==> config.mk <==
export PLATFORM = sky130hd
export DESIGN_NAME = csr_win_top
export DESIGN_NICKNAME = d
export VERILOG_FILES = /design/src/rtl/csr_win_pkg.sv /design/src/rtl/csr_win_match.sv /design/src/rtl/csr_win_decode.sv /design/src/rtl/csr_win_bank.sv /design/src/rtl/csr_win_top.sv
export SDC_FILE = /design/constraint.sdc
export NUM_CORES = 1
export LEC_CHECK = 0
export BUFFER_PORTS_ARGS = -buffer_cell sky130_fd_sc_hd__buf_2
export CORE_MARGIN = 2
export CORE_UTILIZATION = 42
export DETAILED_ROUTE_END_ITERATION = 10
export PLACE_DENSITY = 0.75
export REMOVE_ABC_BUFFERS = 1
export SYNTH_ARGS = -nofsm -noshare
export SYNTH_HDL_FRONTEND = slang
export SYNTH_SLANG_ARGS = --single-unit
==> constraint.sdc <==
create_clock -name clk -period 2.7 [get_ports clk]
set_clock_uncertainty 0.2 [all_clocks]
set_input_delay 0.405 -clock clk [delete_from_list [all_inputs] [get_ports clk]]
set_output_delay 0.405 -clock clk [all_outputs]
set_load 0.005 [all_outputs]
==> src/rtl/csr_win_pkg.sv <==
`timescale 1ns/1ps
package csr_win_pkg;
  localparam int BYTE_W = 8;
  localparam int WIN_W  = 8;

  typedef logic [BYTE_W-1:0] byte_t;

  typedef enum logic [1:0] {
    KIND_NONE = 2'd0,
    KIND_CTRL = 2'd1,
    KIND_STAT = 2'd2,
    KIND_PAGE = 2'd3
  } slot_kind_e;

  function automatic byte_t slot_ofs(input int unsigned first,
                                     input int unsigned stride,
                                     input int unsigned idx);
    int unsigned s;
    s = first + stride * idx;
    return byte_t'(s[WIN_W-1:0]);
  endfunction
endpackage

==> src/rtl/csr_win_match.sv <==
`timescale 1ns/1ps
module csr_win_match
  import csr_win_pkg::*;
#(
  parameter int            ADDR_W    = 16,
  parameter logic [ADDR_W-1:0] BASE_ADDR = 16'h4300
) (
  input  logic [ADDR_W-1:0] addr,
  input  logic              iosel,
  output logic              hit,
  output byte_t             off
);
  localparam int TAG_W = ADDR_W - WIN_W;

  logic [TAG_W-1:0] tag_in;
  logic [TAG_W-1:0] tag_base;

  assign tag_in   = addr[ADDR_W-1:WIN_W];
  assign tag_base = BASE_ADDR[ADDR_W-1:WIN_W];
  assign hit      = iosel && (tag_in == tag_base);
  assign off      = addr[WIN_W-1:0];
endmodule

==> src/rtl/csr_win_decode.sv <==
`timescale 1ns/1ps
module csr_win_decode
  import csr_win_pkg::*;
#(
  parameter int NUM_CTRL    = 16,
  parameter int NUM_STAT    = 10,
  parameter int CTRL_OFS0   = 'h00,
  parameter int CTRL_STRIDE = 2,
  parameter int STAT_OFS0   = 'h40,
  parameter int STAT_STRIDE = 2,
  parameter int PAGE_OFS    = 'hE0
) (
  input  byte_t               off,
  output logic [NUM_CTRL-1:0] ctrl_sel,
  output logic [NUM_STAT-1:0] stat_sel,
  output logic                page_sel,
  output slot_kind_e          kind
);
  genvar gi;
  generate
    for (gi = 0; gi < NUM_CTRL; gi++) begin : g_ctrl
      assign ctrl_sel[gi] = (off == slot_ofs(CTRL_OFS0, CTRL_STRIDE, gi));
    end
    for (gi = 0; gi < NUM_STAT; gi++) begin : g_stat
      assign stat_sel[gi] = (off == slot_ofs(STAT_OFS0, STAT_STRIDE, gi));
    end
  endgenerate

  assign page_sel = (off == slot_ofs(PAGE_OFS, 0, 0));

  always_comb begin
    if (page_sel)        kind = KIND_PAGE;
    else if (|ctrl_sel)  kind = KIND_CTRL;
    else if (|stat_sel)  kind = KIND_STAT;
    else                 kind = KIND_NONE;
  end
endmodule

==> src/rtl/csr_win_bank.sv <==
`timescale 1ns/1ps
module csr_win_bank
  import csr_win_pkg::*;
#(
  parameter int NUM = 16,
  localparam int FLAT_W = NUM * BYTE_W
) (
  input  logic              clk,
  input  logic              rst,
  input  logic              we,
  input  logic [NUM-1:0]    sel,
  input  byte_t             wdata,
  output logic [FLAT_W-1:0] q
);
  genvar gi;
  generate
    for (gi = 0; gi < NUM; gi++) begin : g_byte
      always_ff @(posedge clk) begin
        if (rst)                q[gi*BYTE_W +: BYTE_W] <= '0;
        else if (we && sel[gi]) q[gi*BYTE_W +: BYTE_W] <= wdata;
      end

      // a selected write lands in exactly this byte
      a_r4_byte_load: assert property (@(posedge clk) disable iff (rst)
        (we && sel[gi]) |=> (q[gi*BYTE_W +: BYTE_W] == $past(wdata)));

      // an unselected byte keeps its value
      a_r6_byte_hold: assert property (@(posedge clk) disable iff (rst)
        !(we && sel[gi]) |=> $stable(q[gi*BYTE_W +: BYTE_W]));
    end
  endgenerate
endmodule

==> src/rtl/csr_win_top.sv <==
`timescale 1ns/1ps
module csr_win_top
  import csr_win_pkg::*;
#(
  parameter int                ADDR_W      = 16,
  parameter logic [ADDR_W-1:0] BASE_ADDR   = 16'h4300,
  parameter int                NUM_CTRL    = 16,
  parameter int                NUM_STAT    = 10,
  parameter int                CTRL_OFS0   = 'h00,
  parameter int                CTRL_STRIDE = 2,
  parameter int                STAT_OFS0   = 'h40,
  parameter int                STAT_STRIDE = 2,
  parameter int                PAGE_OFS    = 'hE0
) (
  input  logic                       clk,
  input  logic                       rst,
  input  logic [ADDR_W-1:0]          host_addr,
  input  logic                       host_iosel,
  input  logic                       host_rd,
  input  logic                       host_wr,
  input  logic [7:0]                 host_wdata,
  output logic [7:0]                 host_rdata,
  input  logic [NUM_STAT*8-1:0]      stat_in,
  output logic [NUM_CTRL*8-1:0]      ctrl_out,
  output logic [7:0]                 page_out
);
  logic                hit;
  byte_t               off;
  logic [NUM_CTRL-1:0] ctrl_sel;
  logic [NUM_STAT-1:0] stat_sel;
  logic                page_sel;
  slot_kind_e          kind;
  logic                do_wr;
  logic                do_rd;
  byte_t               rd_mux;

  csr_win_match #(.ADDR_W(ADDR_W), .BASE_ADDR(BASE_ADDR)) u_match (
    .addr (host_addr),
    .iosel(host_iosel),
    .hit  (hit),
    .off  (off)
  );

  csr_win_decode #(
    .NUM_CTRL(NUM_CTRL), .NUM_STAT(NUM_STAT),
    .CTRL_OFS0(CTRL_OFS0), .CTRL_STRIDE(CTRL_STRIDE),
    .STAT_OFS0(STAT_OFS0), .STAT_STRIDE(STAT_STRIDE),
    .PAGE_OFS(PAGE_OFS)
  ) u_dec (
    .off     (off),
    .ctrl_sel(ctrl_sel),
    .stat_sel(stat_sel),
    .page_sel(page_sel),
    .kind    (kind)
  );

  assign do_wr = hit && host_wr;
  assign do_rd = hit && host_rd;

  csr_win_bank #(.NUM(NUM_CTRL)) u_ctrl (
    .clk  (clk),
    .rst  (rst),
    .we   (do_wr),
    .sel  (ctrl_sel),
    .wdata(host_wdata),
    .q    (ctrl_out)
  );

  always_ff @(posedge clk) begin
    if (rst)                        page_out <= '0;
    else if (do_wr && page_sel)     page_out <= host_wdata;
  end

  always_comb begin
    rd_mux = '0;
    case (kind)
      KIND_PAGE: rd_mux = page_out;
      KIND_CTRL: begin
        for (int i = 0; i < NUM_CTRL; i++)
          if (ctrl_sel[i]) rd_mux = rd_mux | ctrl_out[i*BYTE_W +: BYTE_W];
      end
      KIND_STAT: begin
        for (int j = 0; j < NUM_STAT; j++)
          if (stat_sel[j]) rd_mux = rd_mux | stat_in[j*BYTE_W +: BYTE_W];
      end
      default: rd_mux = '0;
    endcase
  end

  always_ff @(posedge clk) begin
    if (rst)        host_rdata <= '0;
    else if (do_rd) host_rdata <= rd_mux;
    else            host_rdata <= '0;
  end

  // reset clears every output register
  a_r1_reset_clear: assert property (@(posedge clk)
    rst |=> (page_out == 8'h00 && host_rdata == 8'h00 && ctrl_out == '0));

  // nothing outside the window touches state
  a_r2_outside_hold: assert property (@(posedge clk) disable iff (rst)
    !(hit && host_wr) |=> ($stable(page_out) && $stable(ctrl_out)));

  // page load
  a_r3_page_load: assert property (@(posedge clk) disable iff (rst)
    (hit && host_wr && page_sel) |=> (page_out == $past(host_wdata)));

  // idle cycles return zero
  a_r7_idle_zero: assert property (@(posedge clk) disable iff (rst)
    !(hit && host_rd) |=> (host_rdata == 8'h00));

  // same-cycle read of the page register sees the old value
  a_r8_read_old: assert property (@(posedge clk) disable iff (rst)
    (hit && host_rd && host_wr && page_sel) |=> (host_rdata == $past(page_out)));

  // an offset never selects two registers
  a_r9_one_slot: assert property (@(posedge clk) disable iff (rst)
    $onehot0({ctrl_sel, stat_sel, page_sel}));
endmodule

==> flow_summary_export.csv, run 1 <==
group,metric,value,unit
global_routing,grt_start_max_net_pins,137,
floorplan,initial_utilization,42.8,%
floorplan,chipHeight,137,um
sta,timing.final.crit_period,2210,ps
synthesis,synth.cell_area,7410,um2
worst_setup_path,worst_setup_path_end_kind,"register",
worst_setup_path,critical_path_arrival,2310,ps
routing,routed_wl,30300,um
power_and_ir_drop,power.total,4.88,mW
synthesis,syn_avg_cell_area,9.13,um2
global_routing,grt_pass1_vias,7387,
final_layout,num-fill-cells,1625,
routing,detailedRoute.firstIterationViolations,819,
sta,achievable-frequency,452,MHz
sta,slew-limit-headroom,53.2,%
global_routing,globalRoute.totalOverflow,0,
final_layout,ff_latch_area,2880,um2
cts,post_cts.resized_instances,0,
power_and_ir_drop,worst_ir_drop_vdd,0.000468,V
floorplan,die_width,137,um
floorplan,floorplan_die_area,18700,um2
worst_setup_path,cp_cell_sequence,"buf_2 -> buf_4 -> mux2i_1 -> a2bb2oi_1 -> o211ai_1 -> a221oi_1 -> a31oi_1",
worst_setup_path,endpoint,"host_rdata[3]",
synthesis,syn_inst,812,
final_layout,areaGrowthSynthToFinish,30.6,%
floorplan,fp.coreArea,17300,um2
worst_setup_path,timing.critical_path.fanout_max,18,
min_path,holdCritPathClass,"in -> reg",
routing,vias_per_cell,5.93,
cts,buffers_from_clock_root_to_sink_at_most,2,
place,io_port_bufs,252,
cts,post_cts_hold_buffer_count,0,
sta,post-route-period-util,81.9,%
sta,timing_worst_slew_pin_value,700,ps
synthesis,synth-seq-cells,144,
synthesis,synth_sequential_area_ratio,38.9,%
sta,slew_violations,0,
worst_setup_path,max_stage_delay,420,ps
sta,finalSetupViolCount,0,
floorplan,row_count,48,
sta,final-hold-violation-count,0,
routing,detail_route.wl_per_cell,23.3,um
sta,hold_slack,154,ps
global_routing,first_pass_grt_wire_length,44000,um
flow_run,drv_cap,0,
worst_setup_path,origin_of_the_critical_flop_to_flop_path,"u_ctrl.q[11]",
worst_setup_path,critical_path_depth,7,
worst_setup_path,worst_r2r_path_depth,5,
synthesis,number_of_synthesized_flops_with_an_enable_pin,0,
synthesis,synth_top_cell_area_share,38.9,%
worst_setup_path,cp_top_family,"compound AO/OA/AOI/OAI gates",
synthesis,async_flop_share,0,%
worst_setup_path,r2r_setup_slack,900,ps
worst_setup_path,critical_path_class,"in -> reg",
global_routing,groute.usage.overall,31.9,%
floorplan,ioPinCount,253,
routing,first_pass_iters,5,
final_layout,final_layout_size_suffix_gt1_share,35.2,%
final_layout,multi_input_comb_area,4230,um2
worst_setup_path,cp.required,2800,ps
place,post-dp-hpwl,22100,um
power_and_ir_drop,power_density,504,nW/um2
worst_setup_path,cp-start-kind,"input pin",
cts,postCtsSetupBuffers,0,
final_layout,antennaDiodeCount,0,
power_and_ir_drop,power_leakage,4.12,nW
sta,rsz_0062_raised_after_global_routing,"false",
worst_setup_path,crit_start,"host_addr[1]",
routing,drc_errors,0,
final_layout,finish.net_count,1174,
cts,clock_sink_count,144,
place,place.gp.congestion,0.989,
synthesis,synth_top_area_cell,"sky130_fd_sc_hd__dfxtp_1",
synthesis,synthFlopType,"sky130_fd_sc_hd__dfxtp_1",
synthesis,synth_warn,0,
cts,ctsHtreeMaxLevel,4,
routing,final_antenna_net_count,0,
cts,clkSlewWorstSetupHoldPaths,60,ps
worst_setup_path,regToRegEndpoint,"host_rdata[3]",
run_status,run_status,"complete, no violations",
synthesis,synthDistinctLibCells,63,
global_routing,grt_antenna_before_repair,1,
worst_setup_path,standard_cell_with_the_maximum_stage_delay_on_the_critical_path,"sky130_fd_sc_hd__buf_2",
cts,clk_latency,430,ps
cts,cts_inserted_buffers,17,
synthesis,netlist_top_cells_area,"sky130_fd_sc_hd__dfxtp_1 (39%), sky130_fd_sc_hd__mux2i_1 (21%), sky130_fd_sc_hd__nor2_1 (7.1%)",
worst_setup_path,cp_num_buf_inv,2,
cts,clock_tree_from_tritoncts,"built",
cts,clockRootBuffer,"sky130_fd_sc_hd__clkbuf_16",
routing,vias,7726,
kinds of logic (layout without fill, tap and decap cells):
family	Yosys count	after routing	synth area share [%]
and+or+nand+nor	269	269	19.4
AOI/OAI and AO/OA	157	157	14.0
DFF	144	144	38.9
muxes	169	169	23.4
buffers and inverters	73	338	4.31
cell type report:
cell class              instances  area share, %
clock inverters                10           1.16
multi-input cells             595           43.7
clock buffers                  21           4.76
repair buffers                306           17.6
inverters                       1         0.0388
well taps                     225           2.91
flip-flops and latches        144           29.8
cell usage in the layout (no fill, tap or decap), types with 4 or more instances in the layout:
| cell type | count |
|---|---|
| sky130_fd_sc_hd__nand3_1 | 16 |
| sky130_fd_sc_hd__a41oi_1 | 4 |
| sky130_fd_sc_hd__a221oi_1 | 4 |
| sky130_fd_sc_hd__dfxtp_1 | 144 |
| sky130_fd_sc_hd__o31ai_1 | 5 |
| sky130_fd_sc_hd__nand3b_1 | 6 |
| sky130_fd_sc_hd__nand2_1 | 47 |
| sky130_fd_sc_hd__buf_2 | 251 |
| sky130_fd_sc_hd__nor2b_1 | 6 |
| sky130_fd_sc_hd__nand2b_1 | 5 |
| sky130_fd_sc_hd__mux2_2 | 12 |
| sky130_fd_sc_hd__nor2_1 | 140 |
| sky130_fd_sc_hd__clkinvlp_4 | 5 |
| sky130_fd_sc_hd__o21ai_0 | 36 |
| sky130_fd_sc_hd__a2bb2oi_1 | 5 |
| sky130_fd_sc_hd__nor3_4 | 14 |
| sky130_fd_sc_hd__clkbuf_16 | 17 |
| sky130_fd_sc_hd__o22ai_1 | 10 |
| sky130_fd_sc_hd__buf_4 | 52 |
| sky130_fd_sc_hd__a22oi_1 | 34 |
| sky130_fd_sc_hd__a31oi_1 | 5 |
| sky130_fd_sc_hd__mux2i_1 | 155 |
| sky130_fd_sc_hd__a21oi_1 | 29 |
synthesized netlist by cell type (5+ instances only):
master and instances:
sky130_fd_sc_hd__nand3_1 16, sky130_fd_sc_hd__nor2_1 140, sky130_fd_sc_hd__mux2_2 12, sky130_fd_sc_hd__nor2b_1 6
sky130_fd_sc_hd__dfxtp_1 144, sky130_fd_sc_hd__o21ai_0 36, sky130_fd_sc_hd__a2bb2oi_1 5, sky130_fd_sc_hd__a31oi_1 5
sky130_fd_sc_hd__nand2b_1 5, sky130_fd_sc_hd__a21oi_1 29, sky130_fd_sc_hd__nand3b_1 6, sky130_fd_sc_hd__buf_1 9
sky130_fd_sc_hd__a22oi_1 34, sky130_fd_sc_hd__clkbuf_1 38, sky130_fd_sc_hd__o31ai_1 5, sky130_fd_sc_hd__buf_2 21
sky130_fd_sc_hd__mux2i_1 155, sky130_fd_sc_hd__nand2_1 47, sky130_fd_sc_hd__nor3_4 14, sky130_fd_sc_hd__o22ai_1 10
layer usage:
layer	global-route usage (%)	part of all wire, %	vias to the layer above
li1	-	-	3450
met1	41.8	40	3654
met4	11.7	3.4	2
met3	7.56	11	82
met5	0	0.040	-
met2	51.2	46	538
state kept, by name, indices dropped and copies added, names as in the netlist:
register	count
host_rdata	8
page_out	8
u_ctrl.q	128
through the flow:
step	worst slack [ps]	std cells	utilization, %	area (um2)	TNS [ps]
finish	488	1302	55.9	9670	0
floorplan	-290	740	-	7090	-2320
CTS	528	1302	55.9	9670	0
global route	372	1302	55.9	9670	0
global placement	16.4	1271	52.6	9100	0
detailed placement	77.4	1271	52.6	9100	0
worst min-delay path by stage:
stage	start	to	slack, ps	cells past startpoint
2_1_floorplan	u_ctrl.q[11]	u_ctrl.q[11]	270	2
3_3_place_gp	page_out[6]	page_out[6]	280	2
3_5_place_dp	u_ctrl.q[8]	u_ctrl.q[8]	290	2
4_1_cts	stat_in[77]	host_rdata[5]	120	3
5_1_grt	stat_in[77]	host_rdata[5]	120	3
6_report	stat_in[77]	host_rdata[5]	150	3
worst register-to-register path, stage by stage, from the launching register on:
cell and delay [ps]:
sky130_fd_sc_hd__dfxtp_1 330, sky130_fd_sc_hd__mux2_2 280, sky130_fd_sc_hd__a22oi_1 170, sky130_fd_sc_hd__o211ai_1 170, sky130_fd_sc_hd__a221oi_1 380, sky130_fd_sc_hd__a31oi_1 140
report_power, final:
| part | total, mW | internal [mW] | switching, mW |
|---|---|---|---|
| registers | 2.12 | 2.12 | 0.00000816 |
| logic | 0.436 | 0.153 | 0.282 |
| clock network | 2.32 | 1.40 | 0.923 |
Power figures use the tool's default switching activity.
==> run 2, diff against run 1 <==
--- a/config.mk
+++ b/config.mk
@@ -9,7 +9,7 @@
 export CORE_MARGIN = 2
 export CORE_UTILIZATION = 42
 export DETAILED_ROUTE_END_ITERATION = 10
-export PLACE_DENSITY = 0.75
+export PLACE_DENSITY = 0.77
 export REMOVE_ABC_BUFFERS = 1
 export SYNTH_ARGS = -nofsm -noshare
 export SYNTH_HDL_FRONTEND = slang
==> constraint.sdc (replaced) <==
create_clock -name clk -period 2 [get_ports clk]
set_clock_uncertainty 0.2 [all_clocks]
set_input_delay 0.3 -clock clk [delete_from_list [all_inputs] [get_ports clk]]
set_output_delay 0.3 -clock clk [all_outputs]
set_load 0.005 [all_outputs]
==> run 2 against run 1 <==
Against the previous run:
- total power is 43% higher
- combinational power up 59%
- design area up 9.6%
- clock-buffer cell count up 1
- largest power group unchanged
- highest routed layer unchanged
==> flow_summary_export.csv, run 2 (same netlist as run 1, synthesis figures left out) <==
group,metric,value,unit
final_layout,finish.net_count,1252,
final_layout,final_layout_size_suffix_gt1_share,39.6,%
sta,timing.final.crit_period,1950,ps
routing,routed_wl,30700,um
sta,post-route-period-util,97.3,%
cts,post_cts_hold_buffer_count,0,
floorplan,ioPinCount,253,
floorplan,initial_utilization,42.8,%
sta,fin_setup_tns,0,ps
power_and_ir_drop,netSwitchingFraction,23.5,%
sta,final-hold-violation-count,0,
cts,clockRootBuffer,"sky130_fd_sc_hd__clkbuf_16",
floorplan,floorplan_die_area,18700,um2
sta,finalSetupViolCount,0,
sta,final_critical_path_setup_slack,54.1,ps
worst_setup_path,cp.required,2130,ps
place,io_port_bufs,252,
place,post-dp-hpwl,23000,um
power_and_ir_drop,comb_power_share,9.9,%
place,detailedPlace.worstSlack,-317,ps
power_and_ir_drop,intPower,5.34,mW
routing,first_pass_iters,5,
final_layout,most_frequent_cells_in_the_layout,"sky130_fd_sc_hd__buf_2 (251), sky130_fd_sc_hd__mux2i_1 (155), sky130_fd_sc_hd__dfxtp_1 (144)",
routing,vias,7928,
place,place.gp.congestion,0.944,
floorplan,fp.coreArea,17300,um2
global_routing,first_pass_grt_wire_length,45100,um
worst_setup_path,standard_cell_with_the_maximum_stage_delay_on_the_critical_path,"sky130_fd_sc_hd__or3b_2",
final_layout,stdcell_count,1380,
global_routing,grt_pass1_vias,7697,
routing,vias_per_cell,5.74,
worst_setup_path,timing.critical_path.fanout_max,16,
routing,final_antenna_net_count,0,
final_layout,layout_top_registers,"u_ctrl.q (128), host_rdata (8), page_out (8)",
sta,achievable-frequency,514,MHz
worst_setup_path,cp_cell_sequence,"buf_2 -> buf_12 -> or3b_2 -> o22ai_1 -> a21oi_1 -> a21o_1 -> a41oi_1",
worst_setup_path,critical_path_class,"in -> reg",
cts,clock_tree_from_tritoncts,"built",
cts,post_cts.resized_instances,0,
floorplan,chipHeight,137,um
worst_setup_path,cp_num_buf_inv,2,
power_and_ir_drop,power_density,658,nW/um2
sta,slew_violations,0,
floorplan,die_width,137,um
cts,buffers_from_clock_root_to_sink_at_most,2,
cts,clkSlewWorstSetupHoldPaths,60,ps
global_routing,groute.usage.overall,32.8,%
final_layout,largest_reg_flops,128,
power_and_ir_drop,worst_ir_drop_vdd,0.000580,V
global_routing,grt_antenna_before_repair,1,
min_path,holdCritPathClass,"in -> reg",
flow_run,drv_cap,0,
cts,clock_sink_count,144,
final_layout,areaGrowthSynthToFinish,43.1,%
cts,ctsHtreeMaxLevel,4,
sta,timing_worst_slew_pin_value,617,ps
final_layout,num-fill-cells,1490,
routing,detail_route.wl_per_cell,22.3,um
cts,cts_inserted_buffers,17,
final_layout,final_common_cell,"sky130_fd_sc_hd__buf_2",
global_routing,grt_start_max_net_pins,137,
final_layout,antennaDiodeCount,0,
final_layout,register_containing_the_most_flip_flops_in_the_final_layout,"u_ctrl.q",
floorplan,row_count,48,
power_and_ir_drop,total_switching_power,1.64,mW
cts,postCtsSetupBuffers,0,
worst_setup_path,cp-start-kind,"input pin",
routing,detailedRoute.firstIterationViolations,753,
cts,clk_latency,430,ps
run_status,run_status,"complete, no violations",
place,placed_cells_incl_taps,1349,
power_and_ir_drop,power_leakage,4.63,nW
worst_setup_path,cp_top_family,"compound AO/OA/AOI/OAI gates",
power_and_ir_drop,power_frac_seq,41.1,%
worst_setup_path,max_stage_delay,590,ps
sta,slew-limit-headroom,58.8,%
global_routing,globalRoute.totalOverflow,0,
worst_setup_path,worst_setup_path_end_kind,"register",
routing,drc_errors,0,
sta,rsz_0062_raised_after_global_routing,"false",
worst_setup_path,critical_path_arrival,2080,ps
power_and_ir_drop,p_clk_share,49.0,%
run 2: cell types whose count changed in the layout (fill, tap and decap cells not counted), sizes merged:
cell / change
bufinv: +2
clkbuf: +1
inv: +1
buf: +78
clkinvlp: -4
run 2: power groups by stage:
stage / clock (mW) / sequential [mW] / combinational [mW]
floorplan: 0 / 2.93 / 0.162
global placement: 0 / 2.93 / 0.668
detailed placement: 0 / 2.93 / 0.671
CTS: 3.44 / 2.87 / 0.677
global route: 3.55 / 2.87 / 0.723
finish: 3.42 / 2.87 / 0.694
run 2: metrics by stage:
stage / power (mW) / instance area (um2) / hold WS (ps) / utilization [%]
2_1_floorplan: 3.09 / 7090 / 169 / -
3_3_place_gp: 3.60 / 9960 / 275 / 57.6
3_5_place_dp: 3.60 / 9960 / 281 / 57.6
4_1_cts: 6.98 / 10600 / 16.7 / 61.2
5_1_grt: 7.14 / 10600 / 36.6 / 61.3
6_report: 6.98 / 10600 / 43.7 / 61.3
run 2: cell type report:
type                       count  area, um2  area share [%]
tap                          225        282            2.66
clock buffer                  22        474            4.47
timing repair buffer         384       2570            24.2
clock inverter                 9        155            1.46
inverter                       1       3.75          0.0354
multi-input combinational    595       4240            40.0
sequential                   144       2880            27.2
run 2: path summary, 6_finish.rpt:
kind | cells after the start | endpoint | slack [ps] | startpoint
worst max-delay path | 7 | host_rdata[0] | 50 | host_addr[2]
worst min register to register | 2 | page_out[6] | 290 | page_out[6]
worst max register to register | 5 | host_rdata[3] | 260 | u_ctrl.q[11]
worst min-delay path | 3 | host_rdata[5] | 40 | stat_in[77]
run 2: worst min-delay path: cells and delay by family:
kind | cells | cell delay (ps)
compound gates | 2 | 230
buf+inv | 1 | 100
run 2: layer usage:
| layer | up-vias | global-route usage (%) | part of all wire (%) | wire length, um |
|---|---|---|---|---|
| li1 | 3603 | - | - | - |
| met2 | 525 | 50.8 | 45 | 13700 |
| met3 | 82 | 7.89 | 11 | 3330 |
| met4 | 2 | 16.0 | 4.3 | 1330 |
| met1 | 3716 | 42.9 | 40 | 12300 |
| met5 | - | 0 | 0.042 | 13 |
==> run 3, diff against run 2 <==
--- a/config.mk
+++ b/config.mk
@@ -8,9 +8,9 @@
 export BUFFER_PORTS_ARGS = -buffer_cell sky130_fd_sc_hd__buf_2
 export CORE_MARGIN = 2
 export CORE_UTILIZATION = 42
+export CTS_BUF_LIST = sky130_fd_sc_hd__clkbuf_4
 export DETAILED_ROUTE_END_ITERATION = 10
 export PLACE_DENSITY = 0.77
-export REMOVE_ABC_BUFFERS = 1
 export SYNTH_ARGS = -nofsm -noshare
 export SYNTH_HDL_FRONTEND = slang
 export SYNTH_SLANG_ARGS = --single-unit
==> run 3 against run 2 <==
Against the previous run:
- utilization decreased by 0.70 points
- first-iteration DRC count increased by 27%
- global-route usage increased by 0.60 points
- non-clock buffer count increased by 18
- critical path depth increased by 3
- critical path type unchanged
- critical endpoint is now host_rdata[5]
==> flow_summary_export.csv, run 3 (same netlist as run 1, synthesis figures left out) <==
group,metric,value,unit
run_status,run_status,"complete, no violations",
final_layout,areaGrowthSynthToFinish,41.4,%
final_layout,num-fill-cells,1519,
routing,routed_wl,31800,um
global_routing,grt_antenna_before_repair,2,
cts,cts_inserted_buffers,17,
global_routing,grt.met3_usage,8.33,%
worst_setup_path,origin_of_the_critical_flop_to_flop_path,"u_ctrl.q[41]",
place,io_port_bufs,252,
min_path,holdCritPathClass,"in -> reg",
floorplan,initial_utilization,42.8,%
sta,slew-limit-headroom,54.8,%
global_routing,globalRoute.totalOverflow,0,
worst_setup_path,r2r_setup_slack,190,ps
floorplan,floorplan_die_area,18700,um2
floorplan,row_count,48,
place,post-dp-hpwl,24000,um
global_routing,grt_pass1_vias,7900,
worst_setup_path,cp-start-kind,"input pin",
cts,clockRootBuffer,"sky130_fd_sc_hd__clkbuf_4",
sta,final-hold-violation-count,0,
routing,detail_route.wl_per_cell,22.7,um
routing,vias,8218,
global_routing,first_pass_grt_wire_length,46200,um
cts,clk_latency,600,ps
global_routing,use_met2,53.5,%
power_and_ir_drop,worst_ir_drop_vdd,0.000360,V
final_layout,post-route-util,60.6,%
place,place.gp.congestion,0.999,
final_layout,register_containing_the_most_flip_flops_in_the_final_layout,"u_ctrl.q",
final_layout,final_layout_size_suffix_gt1_share,39.0,%
cts,buffers_from_clock_root_to_sink_at_most,2,
sta,rsz_0062_raised_after_global_routing,"false",
global_routing,grt_start_max_net_pins,137,
sta,achievable-frequency,520,MHz
cts,ctsHtreeMaxLevel,4,
final_layout,most_frequent_cells_in_the_layout,"sky130_fd_sc_hd__buf_2 (248), sky130_fd_sc_hd__mux2i_1 (155), sky130_fd_sc_hd__dfxtp_1 (144)",
final_layout,final_common_cell,"sky130_fd_sc_hd__buf_2",
sta,finalSetupViolCount,0,
worst_setup_path,critical_path_arrival,2270,ps
routing,detailedRoute.firstIterationViolations,956,
floorplan,chipHeight,137,um
flow_run,drv_cap,0,
worst_setup_path,worst_setup_path_end_kind,"register",
routing,drc_errors,0,
global_routing,groute.usage.overall,33.4,%
sta,final_critical_path_setup_slack,75.4,ps
worst_setup_path,critical_path_class,"in -> reg",
cts,clock_tree_from_tritoncts,"built",
sta,hold_slack,11.1,ps
sta,timing_worst_slew_pin_value,677,ps
power_and_ir_drop,power_leakage,4.54,nW
place,detailedPlace.worstSlack,-326,ps
cts,clock_sink_count,144,
floorplan,fp.coreArea,17300,um2
worst_setup_path,cp.required,2340,ps
sta,post-route-period-util,96.2,%
final_layout,largest_reg_flops,128,
sta,timing.final.crit_period,1920,ps
floorplan,die_width,137,um
sta,slew_violations,0,
routing,vias_per_cell,5.87,
worst_setup_path,endpoint,"host_rdata[5]",
worst_setup_path,regToRegEndpoint,"host_rdata[1]",
global_routing,grtUsageMet1,43.3,%
power_and_ir_drop,power_density,535,nW/um2
routing,first_pass_iters,5,
worst_setup_path,worst_r2r_path_depth,4,
power_and_ir_drop,power.total,5.60,mW
worst_setup_path,timing.critical_path.fanout_max,16,
final_layout,layout_top_registers,"u_ctrl.q (128), host_rdata (8), page_out (8)",
routing,final_antenna_net_count,0,
final_layout,finish.net_count,1270,
global_routing,busiest_layer,"met2",
floorplan,ioPinCount,253,
final_layout,stdcell_count,1401,
synthesis,postSynthNetCount,921,
cts,clkSlewWorstSetupHoldPaths,140,ps
place,placed_cells_incl_taps,1347,
worst_setup_path,crit_start,"host_addr[3]",
min_path,holdCritStartpoint,"rst",
cts,postCtsSetupBuffers,0,
## run 3: worst min-delay path by stage
stage	cells past startpoint	to
CTS	5	host_rdata[3]
detailed placement	2	page_out[5]
global route	5	host_rdata[7]
global placement	2	u_ctrl.q[14]
finish	3	u_ctrl.q[20]
floorplan	2	u_ctrl.q[11]
## run 3: through the flow
step	TNS [ps]	instance area [um2]
floorplan	-90.4	7420
global placement	-13790	9960
detailed placement	-15690	9960
CTS	0	10500
global route	0	10500
finish	0	10500
## run 3: report_power, final
| part | internal, mW | switching [mW] |
|---|---|---|
| clock network | 0.776 | 1.24 |
| logic | 0.323 | 0.399 |
| registers | 2.87 | 0.0000123 |
## run 3: area by class of cell
type                            instances  area (um2)  area share, %
Multi-Input combinational cell        595        4240           40.4
Sequential cell                       144        2880           27.5
Clock inverter                         15         170           1.62
Clock buffer                           17         128           1.22
Tap cell                              225         282           2.69
Antenna cell                            2        5.00         0.0478
Timing Repair Buffer                  402        2770           26.5
Inverter                                1        3.75         0.0358
## run 3: timing repair
action,in CTS,in global routing
endpoints found under the hold margin,36,0
endpoints found under the setup margin,0,1
hold buffers,20,0
gates resized for setup,0,4
## run 3: routing by layer
layer  wire length (um)  part of all wire (%)
met5                  0                     0
met4                998                   3.1
met3               3350                    11
met2              14700                    46
met1              12800                    40
## run 3: critical path, cell delays in order
cell,delay [ps]
sky130_fd_sc_hd__clkbuf_4,220
sky130_fd_sc_hd__buf_4,200
sky130_fd_sc_hd__nor4b_4,250
sky130_fd_sc_hd__buf_4,180
sky130_fd_sc_hd__buf_4,130
sky130_fd_sc_hd__nand3_1,120
sky130_fd_sc_hd__nand3_1,110
sky130_fd_sc_hd__a221oi_1,50
sky130_fd_sc_hd__dlygate4sd3_1,580
sky130_fd_sc_hd__a31oi_1,120
